===== config.mk =====
export PLATFORM = sky130hd
export DESIGN_NAME = char_video_gen
export DESIGN_NICKNAME = d
export VERILOG_FILES = /design/src/rtl/cvg_pkg.sv /design/src/rtl/cvg_timing.sv /design/src/rtl/cvg_fetch.sv /design/src/rtl/cvg_pixel.sv /design/src/rtl/char_video_gen.sv
export SDC_FILE = /design/constraint.sdc
export NUM_CORES = 1
export LEC_CHECK = 0
export BUFFER_PORTS_ARGS = -buffer_cell sky130_fd_sc_hd__buf_2
export CAP_MARGIN = 15
export CORE_UTILIZATION = 35
export DETAILED_ROUTE_END_ITERATION = 16
export HOLD_SLACK_MARGIN = 0.06
export MAX_ROUTING_LAYER = met4
export PLACE_DENSITY_LB_ADDON = 0.2
export SETUP_SLACK_MARGIN = 0.4
export SYNTH_ARGS = -nofsm -noshare
export SYNTH_HDL_FRONTEND = slang
export SYNTH_HIERARCHICAL = 1
export SYNTH_SLANG_ARGS = --single-unit

===== constraint.sdc =====
create_clock -name clk_i -period 3.49 [get_ports clk_i]
set_clock_uncertainty 0.1 [all_clocks]
set_input_delay 0.349 -clock clk_i [delete_from_list [all_inputs] [get_ports clk_i]]
set_output_delay 0.349 -clock clk_i [all_outputs]
set_load 0.005 [all_outputs]

===== src/rtl/cvg_pkg.sv =====
package cvg_pkg;
  localparam int VIS_COLS = 32;

  // Johnson state -> dot index within a character
  function automatic logic [2:0] jc_phase(input logic [3:0] j);
    case (j)
      4'b0000: return 3'd0;
      4'b0001: return 3'd1;
      4'b0011: return 3'd2;
      4'b0111: return 3'd3;
      4'b1111: return 3'd4;
      4'b1110: return 3'd5;
      4'b1100: return 3'd6;
      4'b1000: return 3'd7;
      default: return 3'd0;
    endcase
  endfunction

  function automatic logic [2:0] pick_colour(input logic pix, input logic [7:0] attr,
                                             input logic flash_ph);
    logic sel_ink;
    sel_ink = pix ^ (attr[7] & flash_ph);
    return sel_ink ? attr[2:0] : attr[5:3];
  endfunction
endpackage


===== src/rtl/cvg_timing.sv =====
module cvg_timing #(
  parameter int CHARS    = 56,
  parameter int LINES    = 312,
  parameter int HS_START = 42,
  parameter int HS_LEN   = 4,
  parameter int HB_START = 40,
  parameter int HB_END   = 56,
  parameter int VS_START = 248,
  parameter int VS_LEN   = 4,
  parameter int HW       = 6,
  parameter int VW       = 9
) (
  input  logic          clk_i,
  input  logic          rst_ni,
  output logic          dot_en_o,
  output logic [2:0]    phase_o,
  output logic          slot_end_o,
  output logic          frame_end_o,
  output logic [HW-1:0] hcnt_o,
  output logic [VW-1:0] vcnt_o,
  output logic          hsync_raw_o,
  output logic          hblank_raw_o,
  output logic          vsync_raw_o
);
  import cvg_pkg::*;

  localparam logic [HW-1:0] H_LAST = HW'(CHARS - 1);
  localparam logic [VW-1:0] V_LAST = VW'(LINES - 1);
  localparam logic [HW-1:0] HS_A   = HW'(HS_START);
  localparam logic [HW-1:0] HS_B   = HW'(HS_START + HS_LEN);
  localparam logic [HW-1:0] HB_A   = HW'(HB_START);
  localparam logic [HW-1:0] HB_B   = HW'(HB_END);
  localparam logic [VW-1:0] VS_A   = VW'(VS_START);
  localparam logic [VW-1:0] VS_B   = VW'(VS_START + VS_LEN);

  logic          div_q;
  logic [3:0]    jc_q;
  logic [HW-1:0] hcnt_q;
  logic [VW-1:0] vcnt_q;
  logic          line_end;

  assign dot_en_o    = div_q;
  assign phase_o     = jc_phase(jc_q);
  assign slot_end_o  = div_q && (jc_q == 4'b1000);
  assign line_end    = slot_end_o && (hcnt_q == H_LAST);
  assign frame_end_o = line_end && (vcnt_q == V_LAST);
  assign hcnt_o      = hcnt_q;
  assign vcnt_o      = vcnt_q;

  assign hsync_raw_o  = (hcnt_q >= HS_A) && (hcnt_q < HS_B);
  assign hblank_raw_o = (hcnt_q >= HB_A) && (hcnt_q < HB_B);
  assign vsync_raw_o  = (vcnt_q >= VS_A) && (vcnt_q < VS_B);

  always_ff @(posedge clk_i or negedge rst_ni) begin
    if (!rst_ni) begin
      div_q  <= 1'b0;
      jc_q   <= 4'b0000;
      hcnt_q <= '0;
      vcnt_q <= '0;
    end else begin
      div_q <= ~div_q;
      if (div_q) jc_q <= {jc_q[2:0], ~jc_q[3]};
      if (slot_end_o) hcnt_q <= (hcnt_q == H_LAST) ? '0 : hcnt_q + 1'b1;
      if (line_end)   vcnt_q <= (vcnt_q == V_LAST) ? '0 : vcnt_q + 1'b1;
    end
  end

  AST_JC_ONE_BIT: assert property (@(posedge clk_i) disable iff (!rst_ni)
    $countones(jc_q ^ $past(jc_q)) <= 1);
  AST_DOT_ALTERNATES: assert property (@(posedge clk_i) disable iff (!rst_ni)
    dot_en_o |=> !dot_en_o);
  AST_HCNT_RANGE: assert property (@(posedge clk_i) disable iff (!rst_ni)
    hcnt_q <= H_LAST);
  AST_VCNT_RANGE: assert property (@(posedge clk_i) disable iff (!rst_ni)
    vcnt_q <= V_LAST);
endmodule


===== src/rtl/cvg_fetch.sv =====
module cvg_fetch #(
  parameter int ACTIVE_LINES = 192,
  parameter int HW           = 6,
  parameter int VW           = 9
) (
  input  logic          clk_i,
  input  logic          rst_ni,
  input  logic          dot_en_i,
  input  logic [2:0]    phase_i,
  input  logic [HW-1:0] hcnt_i,
  input  logic [VW-1:0] vcnt_i,
  input  logic          cfg_alt_i,
  output logic [15:0]   addr_o,
  output logic          pix_stb_o,
  output logic          attr_stb_o,
  output logic          active_o
);
  import cvg_pkg::*;

  localparam logic [HW-1:0] COL_LIM  = HW'(VIS_COLS);
  localparam logic [VW-1:0] LINE_LIM = VW'(ACTIVE_LINES);

  logic [4:0]  col;
  logic [1:0]  third;
  logic [2:0]  cell_row, scan;
  logic [15:0] pix_addr, attr_addr;

  assign col      = hcnt_i[4:0];
  assign scan     = vcnt_i[2:0];
  assign cell_row = vcnt_i[5:3];
  assign third    = vcnt_i[7:6];

  assign pix_addr  = {cfg_alt_i, 2'b10, third, scan, cell_row, col};
  assign attr_addr = {cfg_alt_i, 2'b10, 3'b110, third, cell_row, col};

  assign active_o   = (hcnt_i < COL_LIM) && (vcnt_i < LINE_LIM);
  assign addr_o     = phase_i[2] ? attr_addr : pix_addr;
  assign pix_stb_o  = active_o && dot_en_i && (phase_i == 3'd2);
  assign attr_stb_o = active_o && dot_en_i && (phase_i == 3'd6);

  AST_STB_EXCLUSIVE: assert property (@(posedge clk_i) disable iff (!rst_ni)
    !(pix_stb_o && attr_stb_o));
  AST_ATTR_FOLLOWS_PIX: assert property (@(posedge clk_i) disable iff (!rst_ni)
    attr_stb_o |-> $past(pix_stb_o, 8));
  AST_SHARED_LOW_BITS: assert property (@(posedge clk_i) disable iff (!rst_ni)
    attr_stb_o |-> (addr_o[6:0] == $past(addr_o[6:0], 8)));
endmodule


===== src/rtl/cvg_pixel.sv =====
module cvg_pixel #(
  parameter int FLASH_FRAMES = 16
) (
  input  logic       clk_i,
  input  logic       rst_ni,
  input  logic       dot_en_i,
  input  logic [2:0] phase_i,
  input  logic       slot_end_i,
  input  logic       frame_end_i,
  input  logic       active_i,
  input  logic       pix_stb_i,
  input  logic       attr_stb_i,
  input  logic [7:0] vram_data_i,
  input  logic [2:0] border_i,
  input  logic       hsync_raw_i,
  input  logic       hblank_raw_i,
  input  logic       vsync_raw_i,
  output logic [2:0] rgb_o,
  output logic       bright_o,
  output logic       hsync_o,
  output logic       vsync_o,
  output logic       blank_o
);
  import cvg_pkg::*;

  localparam int FW = $clog2(FLASH_FRAMES + 1);
  localparam logic [FW-1:0] F_LAST = FW'(FLASH_FRAMES - 1);

  logic [7:0]    pix_hold, attr_hold, shift_q, attr_q;
  logic          vis_pend, vis_q, d1_q, d2_q;
  logic          flash_q;
  logic [FW-1:0] fcnt_q;
  logic [2:0]    col_next, ink_paper;
  logic          br_next;

  assign ink_paper = pick_colour(d2_q, attr_q, flash_q);

  always_comb begin
    col_next = border_i;
    br_next  = 1'b0;
    if (hblank_raw_i) begin
      col_next = 3'd0;
    end else if (vis_q) begin
      col_next = ink_paper;
      br_next  = attr_q[6] && (ink_paper != 3'd0);
    end
  end

  always_ff @(posedge clk_i or negedge rst_ni) begin
    if (!rst_ni) begin
      pix_hold  <= '0;
      attr_hold <= '0;
      shift_q   <= '0;
      attr_q    <= '0;
      vis_pend  <= 1'b0;
      vis_q     <= 1'b0;
      d1_q      <= 1'b0;
      d2_q      <= 1'b0;
      flash_q   <= 1'b0;
      fcnt_q    <= '0;
      rgb_o     <= '0;
      bright_o  <= 1'b0;
      hsync_o   <= 1'b0;
      vsync_o   <= 1'b0;
      blank_o   <= 1'b0;
    end else begin
      if (pix_stb_i)  pix_hold  <= vram_data_i;
      if (attr_stb_i) attr_hold <= vram_data_i;
      if (dot_en_i) begin
        if (slot_end_i) begin
          shift_q  <= pix_hold;
          vis_pend <= active_i;
        end else begin
          shift_q  <= {shift_q[6:0], 1'b0};
        end
        // two-dot delay lines the pixel up with the later attribute load
        d1_q <= shift_q[7];
        d2_q <= d1_q;
        if (phase_i == 3'd1) begin
          attr_q <= attr_hold;
          vis_q  <= vis_pend;
        end
        rgb_o    <= col_next;
        bright_o <= br_next;
        hsync_o  <= hsync_raw_i;
        vsync_o  <= vsync_raw_i;
        blank_o  <= hblank_raw_i;
      end
      if (frame_end_i) begin
        if (fcnt_q == F_LAST) begin
          fcnt_q  <= '0;
          flash_q <= ~flash_q;
        end else begin
          fcnt_q  <= fcnt_q + 1'b1;
        end
      end
    end
  end

  AST_BLANK_DARK: assert property (@(posedge clk_i) disable iff (!rst_ni)
    blank_o |-> (rgb_o == 3'd0) && !bright_o);
  AST_BRIGHT_NONBLACK: assert property (@(posedge clk_i) disable iff (!rst_ni)
    bright_o |-> (rgb_o != 3'd0));
  AST_FLASH_AT_WRAP: assert property (@(posedge clk_i) disable iff (!rst_ni)
    !$stable(flash_q) |-> $past(frame_end_i));
  AST_OUT_ON_DOT: assert property (@(posedge clk_i) disable iff (!rst_ni)
    !$past(dot_en_i) |-> $stable(rgb_o));
endmodule


===== src/rtl/char_video_gen.sv =====
module char_video_gen #(
  parameter int CHARS_PER_LINE  = 56,
  parameter int LINES_PER_FRAME = 312,
  parameter int ACTIVE_LINES    = 192,
  parameter int HSYNC_START     = 42,
  parameter int HSYNC_LEN       = 4,
  parameter int HBLANK_START    = 40,
  parameter int HBLANK_END      = 56,
  parameter int VSYNC_START     = 248,
  parameter int VSYNC_LEN       = 4,
  parameter int FLASH_FRAMES    = 16
) (
  input  logic        clk_i,
  input  logic        rst_ni,
  input  logic        cfg_alt_i,
  input  logic [2:0]  border_i,
  input  logic [7:0]  vram_data_i,
  output logic [15:0] vram_addr_o,
  output logic        pix_stb_o,
  output logic        attr_stb_o,
  output logic [2:0]  rgb_o,
  output logic        bright_o,
  output logic        hsync_o,
  output logic        vsync_o,
  output logic        blank_o
);
  localparam int HW_RAW = $clog2(CHARS_PER_LINE);
  localparam int VW_RAW = $clog2(LINES_PER_FRAME);
  localparam int HW     = (HW_RAW > 6) ? HW_RAW : 6;
  localparam int VW     = (VW_RAW > 8) ? VW_RAW : 8;

  logic          dot_en, slot_end, frame_end, active;
  logic          hsync_raw, hblank_raw, vsync_raw;
  logic [2:0]    phase;
  logic [HW-1:0] hcnt;
  logic [VW-1:0] vcnt;

  cvg_timing #(
    .CHARS(CHARS_PER_LINE), .LINES(LINES_PER_FRAME),
    .HS_START(HSYNC_START), .HS_LEN(HSYNC_LEN),
    .HB_START(HBLANK_START), .HB_END(HBLANK_END),
    .VS_START(VSYNC_START), .VS_LEN(VSYNC_LEN),
    .HW(HW), .VW(VW)
  ) u_timing (
    .clk_i(clk_i), .rst_ni(rst_ni),
    .dot_en_o(dot_en), .phase_o(phase), .slot_end_o(slot_end),
    .frame_end_o(frame_end), .hcnt_o(hcnt), .vcnt_o(vcnt),
    .hsync_raw_o(hsync_raw), .hblank_raw_o(hblank_raw), .vsync_raw_o(vsync_raw)
  );

  cvg_fetch #(
    .ACTIVE_LINES(ACTIVE_LINES), .HW(HW), .VW(VW)
  ) u_fetch (
    .clk_i(clk_i), .rst_ni(rst_ni), .dot_en_i(dot_en), .phase_i(phase),
    .hcnt_i(hcnt), .vcnt_i(vcnt), .cfg_alt_i(cfg_alt_i),
    .addr_o(vram_addr_o), .pix_stb_o(pix_stb_o), .attr_stb_o(attr_stb_o),
    .active_o(active)
  );

  cvg_pixel #(
    .FLASH_FRAMES(FLASH_FRAMES)
  ) u_pixel (
    .clk_i(clk_i), .rst_ni(rst_ni), .dot_en_i(dot_en), .phase_i(phase),
    .slot_end_i(slot_end), .frame_end_i(frame_end), .active_i(active),
    .pix_stb_i(pix_stb_o), .attr_stb_i(attr_stb_o), .vram_data_i(vram_data_i),
    .border_i(border_i), .hsync_raw_i(hsync_raw), .hblank_raw_i(hblank_raw),
    .vsync_raw_i(vsync_raw), .rgb_o(rgb_o), .bright_o(bright_o),
    .hsync_o(hsync_o), .vsync_o(vsync_o), .blank_o(blank_o)
  );
endmodule


==> metrics.md, run 1 <==
| Metric | Value |
|---|---|
| Top post-synthesis cells by area | dfrtp_1, mux2_2, mux2i_1, buf_4, a21oi_1 |
| PwrDens | 396 mW/mm^2 |
| Crit path kind | reg2out |
| Final worst path period share | 0.806 |
| Max incr delay on CP | 520 ps |
| Final Hold Vio Count | 0 |
| Measured slew at the worst slew-check pin | 929 ps |
| Worst slew margin | 0.376 |
| DIE HEIGHT | 99.8 um |
| H-tree Lvls | 3 |
| Grt total ovfl | 0 |
| RSZ-0062 raised after global routing | false |
| First-pass GRT wire length | 11000 um |
| Sequential-to-total area share from yosys stat | 0.516 |
| Number of enable flip-flop cells after synthesis | 0 |
| Vias | 2231 |
| Pre-CTS setup slack | 996 ps |
| Placed Instances | 434 |
| Clock latency on the worst-skew pair | 350 ps |
| # fillers | 891 |
| Hold Path Class | in2async |
| Async set-reset flop share out of synthesis | 1.00 |
| CP Capture Type | output port |
| Yosys reg bits | 69 |
| DP Wirelength | 4560 um |
| Period minus WS final | 2810 ps |
| Critical path required time | 3040 ps |
| VDD IR-drop max | 0.000225 V |
| Arrival time at the worst endpoint | 2370 ps |
| Worst reg2reg path startpoint | u_timing/hcnt_o[1]$_DFFE_PN0P_ |
| CTS Hold Bufs | 0 |
| Status | completed |
| Starting Density | 0.362 |
| Routability cong. | 0.747 |
| Delay-heaviest family, CP | simple AND/OR/NAND/NOR gates |
| Startpoint Class | register |
| Post-Layout Cell Count | 450 |
| Vias in the first global route | 2159 |
| Peak Freq | 0.355 GHz |
| Maxcap violations | 0 |
| Row count | 35 |
| Max Slew Vio Count | 0 |
| Yosys Warn Count | 6 |
| Drt wl/cell | 14.7 um |
| R2r setup slk | 1060 ps |
| Pin count of the biggest net entering global routing | 70 |
| Synth Flop Type | dfrtp_1 |
| Post-CTS setup buffer count | 0 |
| Total negative slack | 0 ps |
| Synth-to-Final Area Change | 11.8% |
| Final core occ | 0.405 |
| Synth Cell Area | 0.00335 mm^2 |
| TritonRoute pass-1 iters | 4 |
| Slowest cell on the critical path | nor2b_1 |
| Ports | 39 |
| Die area | 0.00996 mm^2 |
| Num CTS Buffers | 9 |
| Max clock buf depth | 2 |
| CTS tree | yes |
| Layout Nets | 335 |
| DRT Wirelength | 6610 um |
| Gr usage total | 0.149 |
| Core area | 0.00924 mm^2 |
| Post-synthesis cell count | 288 |
| Die Wd | 99.8 um |
| Reg2Reg Capture Point | u_pixel/fcnt_q[4]$_DFFE_PN0P_ |
| Final ANT Viol Nets | 0 |
| Initial antenna violation count | 0 |
| FF-to-FF path depth | 6 |
| I/O Buffers | 34 |
| CTS resizes | 0 |
| Final worst slack | 676 ps |
| Count of different cell masters after synthesis | 50 |
| Clock-pin slew on the worst setup and hold paths | 70 ps |
| Drt drc | 0 |
| Diode count | 0 |
| Synth top area share | 0.516 |
| Number of cells on the critical path | 5 |
| Lkg Pwr | 1.65 nW |
| Synth top cells by count | dfrtp_1, mux2_2, nand2_1 |
| Cell accounting for the most synthesized area | dfrtp_1 |
| Final setup viols | 0 |
| Avg Cell Area, Syn | 11.6 um^2 |
| CTS Sinks | 69 |
| Count leader, synth | dfrtp_1 |
| Worst path cell trace | nor2_1 > a21oi_1 > nor2b_1 > and3_1 > buf_2 |
| Clk root buf | clkbuf_8 |
| Vias/cell | 4.96 |
| Initial DRC count | 87 |
| CP Max Fanout | 9 |
| Syn nets | 307 |
| WP buf/inv | 1 |
| Share of post-route cells with drive strength above 1 | 0.321 |
[flip-flops by register name, summed over array words and instances (netlist names), 3 cells and up]
signal	count
u_timing/vcnt_o	9
u_pixel/attr_hold	8
u_pixel/attr_q	8
u_pixel/pix_hold	8
u_pixel/shift_q	8
u_timing/hcnt_o	6
u_pixel/fcnt_q	5
u_timing/jc_q	4
u_pixel/rgb_o	3
[how the worst max path moves through the flow]
stage	endpoint	slack (ps)	startpoint
after floorplan	u_pixel/attr_hold[0]$_DFFE_PN0P_	1260	u_timing/jc_q[0]$_DFFE_PN0P_
after global placement	attr_stb_o	1080	u_timing/jc_q[0]$_DFFE_PN0P_
after detailed placement	attr_stb_o	1000	u_timing/jc_q[0]$_DFFE_PN0P_
after CTS	attr_stb_o	610	u_timing/jc_q[1]$_DFFE_PN0P_
after global routing	attr_stb_o	430	u_timing/jc_q[1]$_DFFE_PN0P_
final	attr_stb_o	680	u_timing/jc_q[0]$_DFFE_PN0P_
[cell families (layout without fill, tap and decap cells)]
kind of cell	count (synthesis)	after routing	synth area share
adder cells (fa/ha/maj)	5	5	0.0187
AO/OA/AOI/OAI	48	48	0.0897
multiplexers	47	47	0.154
buffers and inverters	33	66	0.0553
flip-flops	69	69	0.516
XOR/XNOR	8	8	0.0209
AND/OR/NAND/NOR	76	76	0.143
other	2	2	0.00224
[area by class of cell]
type                            instances  area, um^2  area share
Tap cell                              129         161      0.0431
Sequential cell                        69        1730       0.461
Multi-Input combinational cell        186        1440       0.383
Clock buffer                           12         155      0.0415
Timing Repair Buffer                   37         193      0.0515
Inverter                               13        48.8      0.0130
Clock inverter                          4        22.5     0.00602
[cells in the final DEF, fill, tap and decap left out, drive strengths merged, types with 4 or more instances in the layout]
cell / n
a21oi: 14
buf: 37
clkbuf: 12
dfrtp: 69
ha: 5
inv: 13
mux2: 36
mux2i: 11
nand2: 17
nand2b: 4
nand3: 9
nand4: 5
nor2: 15
nor3: 4
nor4b: 4
o21ai: 15
o31ai: 4
xnor2: 5
[through the flow]
step                hold WS, ps  total power [mW]  instance area (um^2)
finish                     99.7              1.48                  3740
global route                137              1.55                  3740
CTS                         135              1.51                  3740
detailed placement          365             0.909                  3560
global placement            367             0.907                  3560
floorplan                 -46.6             0.874                  3350
[power by group]
group | switching (mW) | leakage (nW) | internal [mW] | total, mW
Combinational | 0.0303 | 0.708 | 0.0250 | 0.0553
Clock | 0.297 | 0.0921 | 0.293 | 0.590
Sequential | 0.0130 | 0.851 | 0.823 | 0.836
[metal layers]
layer  global-route usage  routed length, um
met2                0.235               3140
met1                0.183               3140
met3               0.0446                262
met4               0.0475                 65
met5                    -                  0
[worst reg2reg max path, cell delays in order (launching register included)]
cell and delay (ps):
dfrtp_1 440, ha_1 200, nand2_1 110, or3_4 440, nor3_1 640, nand2_1 180
o21a_1 210
Note: power is estimated with default switching activity, not from simulation.
==> run 2: changes to the inputs <==
Clock period 3.49 ns to 2.7 ns, I/O delays scaled along.
==> run 2 against run 1 <==
Effect of this change: worst hold slack got worse by 21 ps; wire length shrank 4.0%; highest routed layer unchanged; clock power up 33%; largest cell class unchanged; cell area rose by 1.9%.
==> metrics.md, run 2 (synthesis gave the netlist of run 1 again) <==
| Metric | Value |
|---|---|
| Measured slew at the worst slew-check pin | 637 ps |
| Num CTS Buffers | 9 |
| Initial antenna violation count | 0 |
| Worst reg2reg path startpoint | u_timing/jc_q[1]$_DFFE_PN0P_ |
| Routability cong. | 0.741 |
| Synth-to-Final Area Change | 14.0% |
| Diode count | 0 |
| Core area | 0.00924 mm^2 |
| Die Wd | 99.8 um |
| Clk root buf | clkbuf_8 |
| Ports | 39 |
| Maxcap violations | 0 |
| RSZ-0062 raised after global routing | true |
| H-tree Lvls | 3 |
| DRT Wirelength | 6350 um |
| Max Slew Vio Count | 0 |
| Row count | 35 |
| CTS tree | yes |
| First-pass GRT wire length | 10700 um |
| Drt drc | 0 |
| Worst hold stages | 2 |
| I/O Buffers | 34 |
| Period minus WS final | 2200 ps |
| Hold Path Class | in2reg |
| CTS Sinks | 69 |
| Max FFs per register | 9 |
| Most frequent cells in the layout | dfrtp_1, mux2_2, buf_2, nand2_1 |
| Status | completed |
| Slowest cell on the critical path | dfrtp_1 |
| Grt total ovfl | 0 |
| Drt wl/cell | 13.9 um |
| CP Capture Type | output port |
| TritonRoute pass-1 iters | 4 |
| Final ANT Viol Nets | 0 |
| Vias/cell | 4.82 |
| VDD IR-drop max | 0.000246 V |
| Crit path kind | reg2out |
| Clock-pin slew on the worst setup and hold paths | 70 ps |
| WP buf/inv | 1 |
| Final Hold Vio Count | 0 |
| Die area | 0.00996 mm^2 |
| Hold wc startpoint | vram_data_i[2] |
| Gr usage total | 0.143 |
| Initial DRC count | 92 |
| Arrival time at the worst endpoint | 1830 ps |
| FF-to-FF path depth | 5 |
| Pre-CTS setup slack | 253 ps |
| Starting Density | 0.362 |
| Max clock buf depth | 2 |
| Final core occ | 0.413 |
| CP Max Fanout | 8 |
| Vias | 2194 |
| Clock latency on the worst-skew pair | 340 ps |
| Worst slew margin | 0.573 |
| PwrDens | 509 mW/mm^2 |
| Pin count of the biggest net entering global routing | 27 |
| Total negative slack | 0 ps |
| Delay-heaviest family, CP | simple AND/OR/NAND/NOR gates |
| Lkg Pwr | 1.69 nW |
| Startpoint Class | register |
| Final worst slack | 497 ps |
| Final setup viols | 0 |
| Share of post-route cells with drive strength above 1 | 0.347 |
| R2r setup slk | 610 ps |
| Layout Nets | 341 |
| Final worst path period share | 0.816 |
| Reg2Reg Capture Point | u_pixel/attr_q[5]$_DFFE_PN0P_ |
| Vias in the first global route | 2162 |
| DP Wirelength | 4530 um |
| Max incr delay on CP | 430 ps |
| Hold EP | u_pixel/pix_hold[2]$_DFFE_PN0P_ |
| Worst path cell trace | nor2_2 > a21oi_1 > nor2b_4 > mux2_2 > buf_2 |
| Peak Freq | 0.454 GHz |
| DIE HEIGHT | 99.8 um |
| Critical path required time | 2330 ps |
| Most common cell after layout, fill and taps aside | dfrtp_1 |
run 2: timing repair:
action                                 in CTS  in global routing
hold buffers                                2                  0
setup endpoints to repair                  15                  3
buffers inserted                            1                  0
cloned                                      0                  0
resized for setup                           5                  4
endpoints found under the hold margin      22                  0
run 2: worst max-delay path by stage:
stage | start | to | depth (start not counted)
global placement | u_timing/jc_q[0]$_DFFE_PN0P_ | u_pixel/attr_hold[0]$_DFFE_PN0P_ | 5
detailed placement | u_timing/jc_q[0]$_DFFE_PN0P_ | u_pixel/attr_hold[7]$_DFFE_PN0P_ | 5
CTS | u_timing/jc_q[0]$_DFFE_PN0P_ | attr_stb_o | 6
global route | u_timing/jc_q[0]$_DFFE_PN0P_ | vram_addr_o[9] | 5
finish | u_timing/jc_q[0]$_DFFE_PN0P_ | vram_addr_o[8] | 5
floorplan | u_timing/jc_q[0]$_DFFE_PN0P_ | u_pixel/attr_hold[0]$_DFFE_PN0P_ | 6
run 2: final cells by class:
class                   count  area [um^2]
flip-flops and latches     69         1730
multi-input cells         186         1460
inverters                  13         48.8
clock buffers               9          124
fillers                   904         5430
clock inverters             6         55.1
well taps                 129          161
repair buffers             43          243
run 2: metrics by stage:
stage	hold slack [ps]	std cells	instance area (um^2)	power [mW]
2_1_floorplan	-126	288	3350	1.13
3_3_place_gp	188	437	3590	1.17
3_5_place_dp	187	437	3590	1.18
4_1_cts	60.1	455	3810	1.98
5_1_grt	62.3	455	3810	2.02
6_report	78.9	455	3810	1.94
run 2: metal layers:
| metal | GRT usage | vias to the layer above | part of all wire |
|---|---|---|---|
| met5 | - | - | 0 |
| met4 | 0.0577 | 0 | 0.011 |
| met3 | 0.0355 | 5 | 0.033 |
| met2 | 0.219 | 41 | 0.48 |
| met1 | 0.181 | 1071 | 0.47 |
| li1 | - | 1077 | - |
run 2: power breakdown:
part	switching, mW	leakage (nW)	internal [mW]
combinational	0.0393	0.738	0.0351
clock	0.374	0.0984	0.413
sequential	0.0171	0.851	1.06
==> run 3: changes to the inputs <==
Settings changed: ABC_AREA set to 1.
Clock period 2.7 ns to 2.05 ns, I/O delays scaled along.
==> run 3 against run 2 <==
Effect of this change: utilization increased by 5.5 points; die area increased by 4.0%; combinational power increased by 67%; final cell count increased by 43%; via count increased by 37%; clock power increased by 65%; register-to-register slack got worse by 540 ps; synthesized area increased by 4.1%; total power increased by 46%; critical path type is now reg2reg; largest power group unchanged.
==> metrics.md, run 3 <==
| Metric | Value |
|---|---|
| Status | completed |
| Clock latency on the worst-skew pair | 350 ps |
| Slowest cell on the critical path | dfrtp_2 |
| H-tree Lvls | 3 |
| WP buf/inv | 2 |
| Clk root buf | clkbuf_8 |
| Worst hold stages | 4 |
| Compound-Gate Fraction of Synth Area | 0.107 |
| CP Max Fanout | 5 |
| DIE HEIGHT | 102 um |
| CP Capture Type | register |
| Simple-Gate Fraction of Synth Area | 0.268 |
| Final Hold Vio Count | 0 |
| Cell repeated most along the worst path | nor2_4 |
| Diode count | 0 |
| DP Area | 0.00381 mm^2 |
| DRT Wirelength | 8540 um |
| Count of different cell masters after synthesis | 37 |
| PwrDens | 624 mW/mm^2 |
| Xor and xnor area share after synthesis | 0.0101 |
| Synth Flop Type | dfrtp_1 |
| Grt total ovfl | 0 |
| Yosys Warn Count | 6 |
| Core area | 0.00973 mm^2 |
| Synth Area in Adders | 0.0180 |
| Max incr delay on CP | 450 ps |
| Total negative slack | 0 ps |
| Async set-reset flop share out of synthesis | 1.00 |
| Gr usage total | 0.175 |
| Reg power frac | 0.499 |
| Drt wl/cell | 13.2 um |
| Num CTS Buffers | 9 |
| Layout Nets | 530 |
| Share of post-route cells with drive strength above 1 | 0.258 |
| Most frequent cells in the layout | nand2_1, dfrtp_1, inv_1, buf_2, o21ai_0 |
| Syn nets | 461 |
| Sequential-to-total area share from yosys stat | 0.496 |
| Final setup viols | 0 |
| Startpoint Class | register |
| Cell accounting for the most synthesized area | dfrtp_1 |
| Vias | 2996 |
| Number of cells on the critical path | 10 |
| Pin count of the biggest net entering global routing | 70 |
| Routability cong. | 0.819 |
| TritonRoute pass-1 iters | 4 |
| Initial antenna violation count | 0 |
| Row count | 36 |
| Final ANT Viol Nets | 0 |
| CTS Sinks | 69 |
| Final worst path period share | 0.966 |
| Post-synthesis cell count | 442 |
| VDD IR-drop max | 0.000297 V |
| Peak Freq | 0.505 GHz |
| I/O Buffers | 34 |
| Synth top cells by count | nand2_1, dfrtp_1, inv_1 |
| Clk pwr share | 0.458 |
| DP Wirelength | 5250 um |
| Crit path kind | reg2reg |
| Internal power | 2.18 mW |
| Largest family of logic cells by synthesized area | simple AND/OR/NAND/NOR gates |
| Max Slew Vio Count | 0 |
| Synth top area share | 0.496 |
| Maxcap violations | 0 |
| CTS tree | yes |
| Worst path cell trace | buf_4 > nor2_4 > nand2_2 > buf_6 > nor2_8 > nand2_8 > nor2_4 > nand3_4 > nor3_4 > xor2_1 |
| Most common cell after layout, fill and taps aside | nand2_1 |
| Die Wd | 102 um |
| Synth Cell Area | 0.00348 mm^2 |
| Max clock buf depth | 2 |
| Clock-pin slew on the worst setup and hold paths | 90 ps |
| Final Cell Area | 0.00455 mm^2 |
| Number of enable flip-flop cells after synthesis | 0 |
| Critical path required time | 2220 ps |
| Max FFs per register | 9 |
| Avg Cell Area, Syn | 7.88 um^2 |
| Top post-synthesis cells by area | dfrtp_1, nand2_1, inv_1, o21ai_0, nand3_1 |
| FF-to-FF path depth | 10 |
| First-pass GRT wire length | 13400 um |
| Period minus WS final | 1980 ps |
| Delay-heaviest family, CP | simple AND/OR/NAND/NOR gates |
| Mux share of post-synthesis cell area | 0 |
| Arrival time at the worst endpoint | 2150 ps |
| Yosys reg bits | 69 |
| Sw Ratio | 0.232 |
| Hold Path Class | in2reg |
| Vias in the first global route | 2757 |
| Lkg Pwr | 2.20 nW |
| Combinational fraction of design power | 0.044 |
| Synth-to-Final Area Change | 30.5% |
| RSZ-0062 raised after global routing | true |
| Initial DRC count | 92 |
| Starting Density | 0.358 |
| Count leader, synth | nand2_1 |
| Ports | 39 |
| Drt drc | 0 |
| Vias/cell | 4.62 |
| Die area | 0.0104 mm^2 |
| Net switching power | 660 uW |
==> run 3: cell types whose count changed after synthesis, moves of 4 or more <==
| cell | previous run | this run |
|---|---|---|
| nand2_1 | 16 | 146 |
| inv_1 | 12 | 55 |
| mux2_2 | 36 | 0 |
| o21ai_0 | 13 | 40 |
| nand3_1 | 9 | 24 |
| nor2_1 | 15 | 29 |
| mux2i_1 | 11 | 0 |
| a21oi_1 | 14 | 6 |
| o211ai_1 | 0 | 7 |
| o31ai_1 | 4 | 0 |
==> run 3: worst paths after layout <==
| check | to | start | slack (ps) |
|---|---|---|---|
| worst max-delay path | u_pixel/flash_q$_DFFE_PN0P_ | u_timing/jc_q[1]$_DFFE_PN0P_ | 70 |
| worst max register to register | u_pixel/flash_q$_DFFE_PN0P_ | u_timing/jc_q[1]$_DFFE_PN0P_ | 70 |
| worst min-delay path | u_pixel/rgb_o[1]$_DFFE_PN0P_ | border_i[1] | 110 |
| worst min register to register | u_pixel/vsync_o$_DFFE_PN0P_ | u_pixel/vsync_o$_DFFE_PN0P_ | 380 |
| min in group asynchronous | u_pixel/attr_hold[2]$_DFFE_PN0P_ | rst_ni | 290 |
| max in group asynchronous | u_timing/dot_en_o$_DFF_PN0_ | rst_ni | 1220 |
==> run 3: repair_timing <==
action / in CTS / in global routing
endpoints found under the hold margin: 86 / 0
setup endpoints to repair: 52 / 61
setup buffers: 5 / 16
pin swaps: 8 / 11
hold buffers: 10 / 0
gates resized for setup: 22 / 40
gates cloned: 0 / 3
==> run 3: stage by stage <==
stage	setup slack, ps	hold WS (ps)	cells	util	total power, mW
after floorplan	367	-191	442	-	1.49
after global placement	217	165	599	0.391	1.55
after detailed placement	139	161	599	0.391	1.55
after CTS	127	100	630	0.438	2.87
after global routing	-31.9	125	649	0.467	2.95
final	69.5	107	649	0.467	2.84
==> run 3: final cells by class <==
class / count / area [um^2]
Fill cell: 989 / 5180
Sequential cell: 69 / 1730
Multi-Input combinational cell: 298 / 1620
Timing Repair Buffer: 74 / 567
Inverter: 59 / 228
Tap cell: 133 / 166
Clock buffer: 10 / 138
Clock inverter: 6 / 93.8
==> run 3: per-layer routing <==
layer | track usage | part of all wire | up-vias
met5 | - | 0 | -
met4 | 0.0613 | 0.012 | 0
met3 | 0.0338 | 0.037 | 12
met2 | 0.271 | 0.48 | 67
met1 | 0.229 | 0.47 | 1391
li1 | - | - | 1526
==> run 3: worst min-delay path, delay by kind of cell <==
family,cells,cell delay (ps)
AO/OA/AOI/OAI,2,190
buffers and inverters,1,80
AND/OR/NAND/NOR,1,50
==> run 3: power groups by stage <==
stage	sequential, mW	combinational (mW)	clock [mW]
final	1.42	0.124	1.30
after CTS	1.42	0.126	1.33
after global routing	1.42	0.147	1.38
after detailed placement	1.44	0.111	0
after floorplan	1.44	0.0480	0
after global placement	1.44	0.110	0
==> run 3: cell families (layout without fill, tap and decap cells) <==
group | count (synthesis) | count (layout)
AND/OR/NAND/NOR | 219 | 221
flip-flops | 69 | 69
XOR/XNOR | 4 | 4
adder cells (fa/ha/maj) | 5 | 5
buffers and inverters | 77 | 149
AO/OA/AOI/OAI | 66 | 66
other | 2 | 2
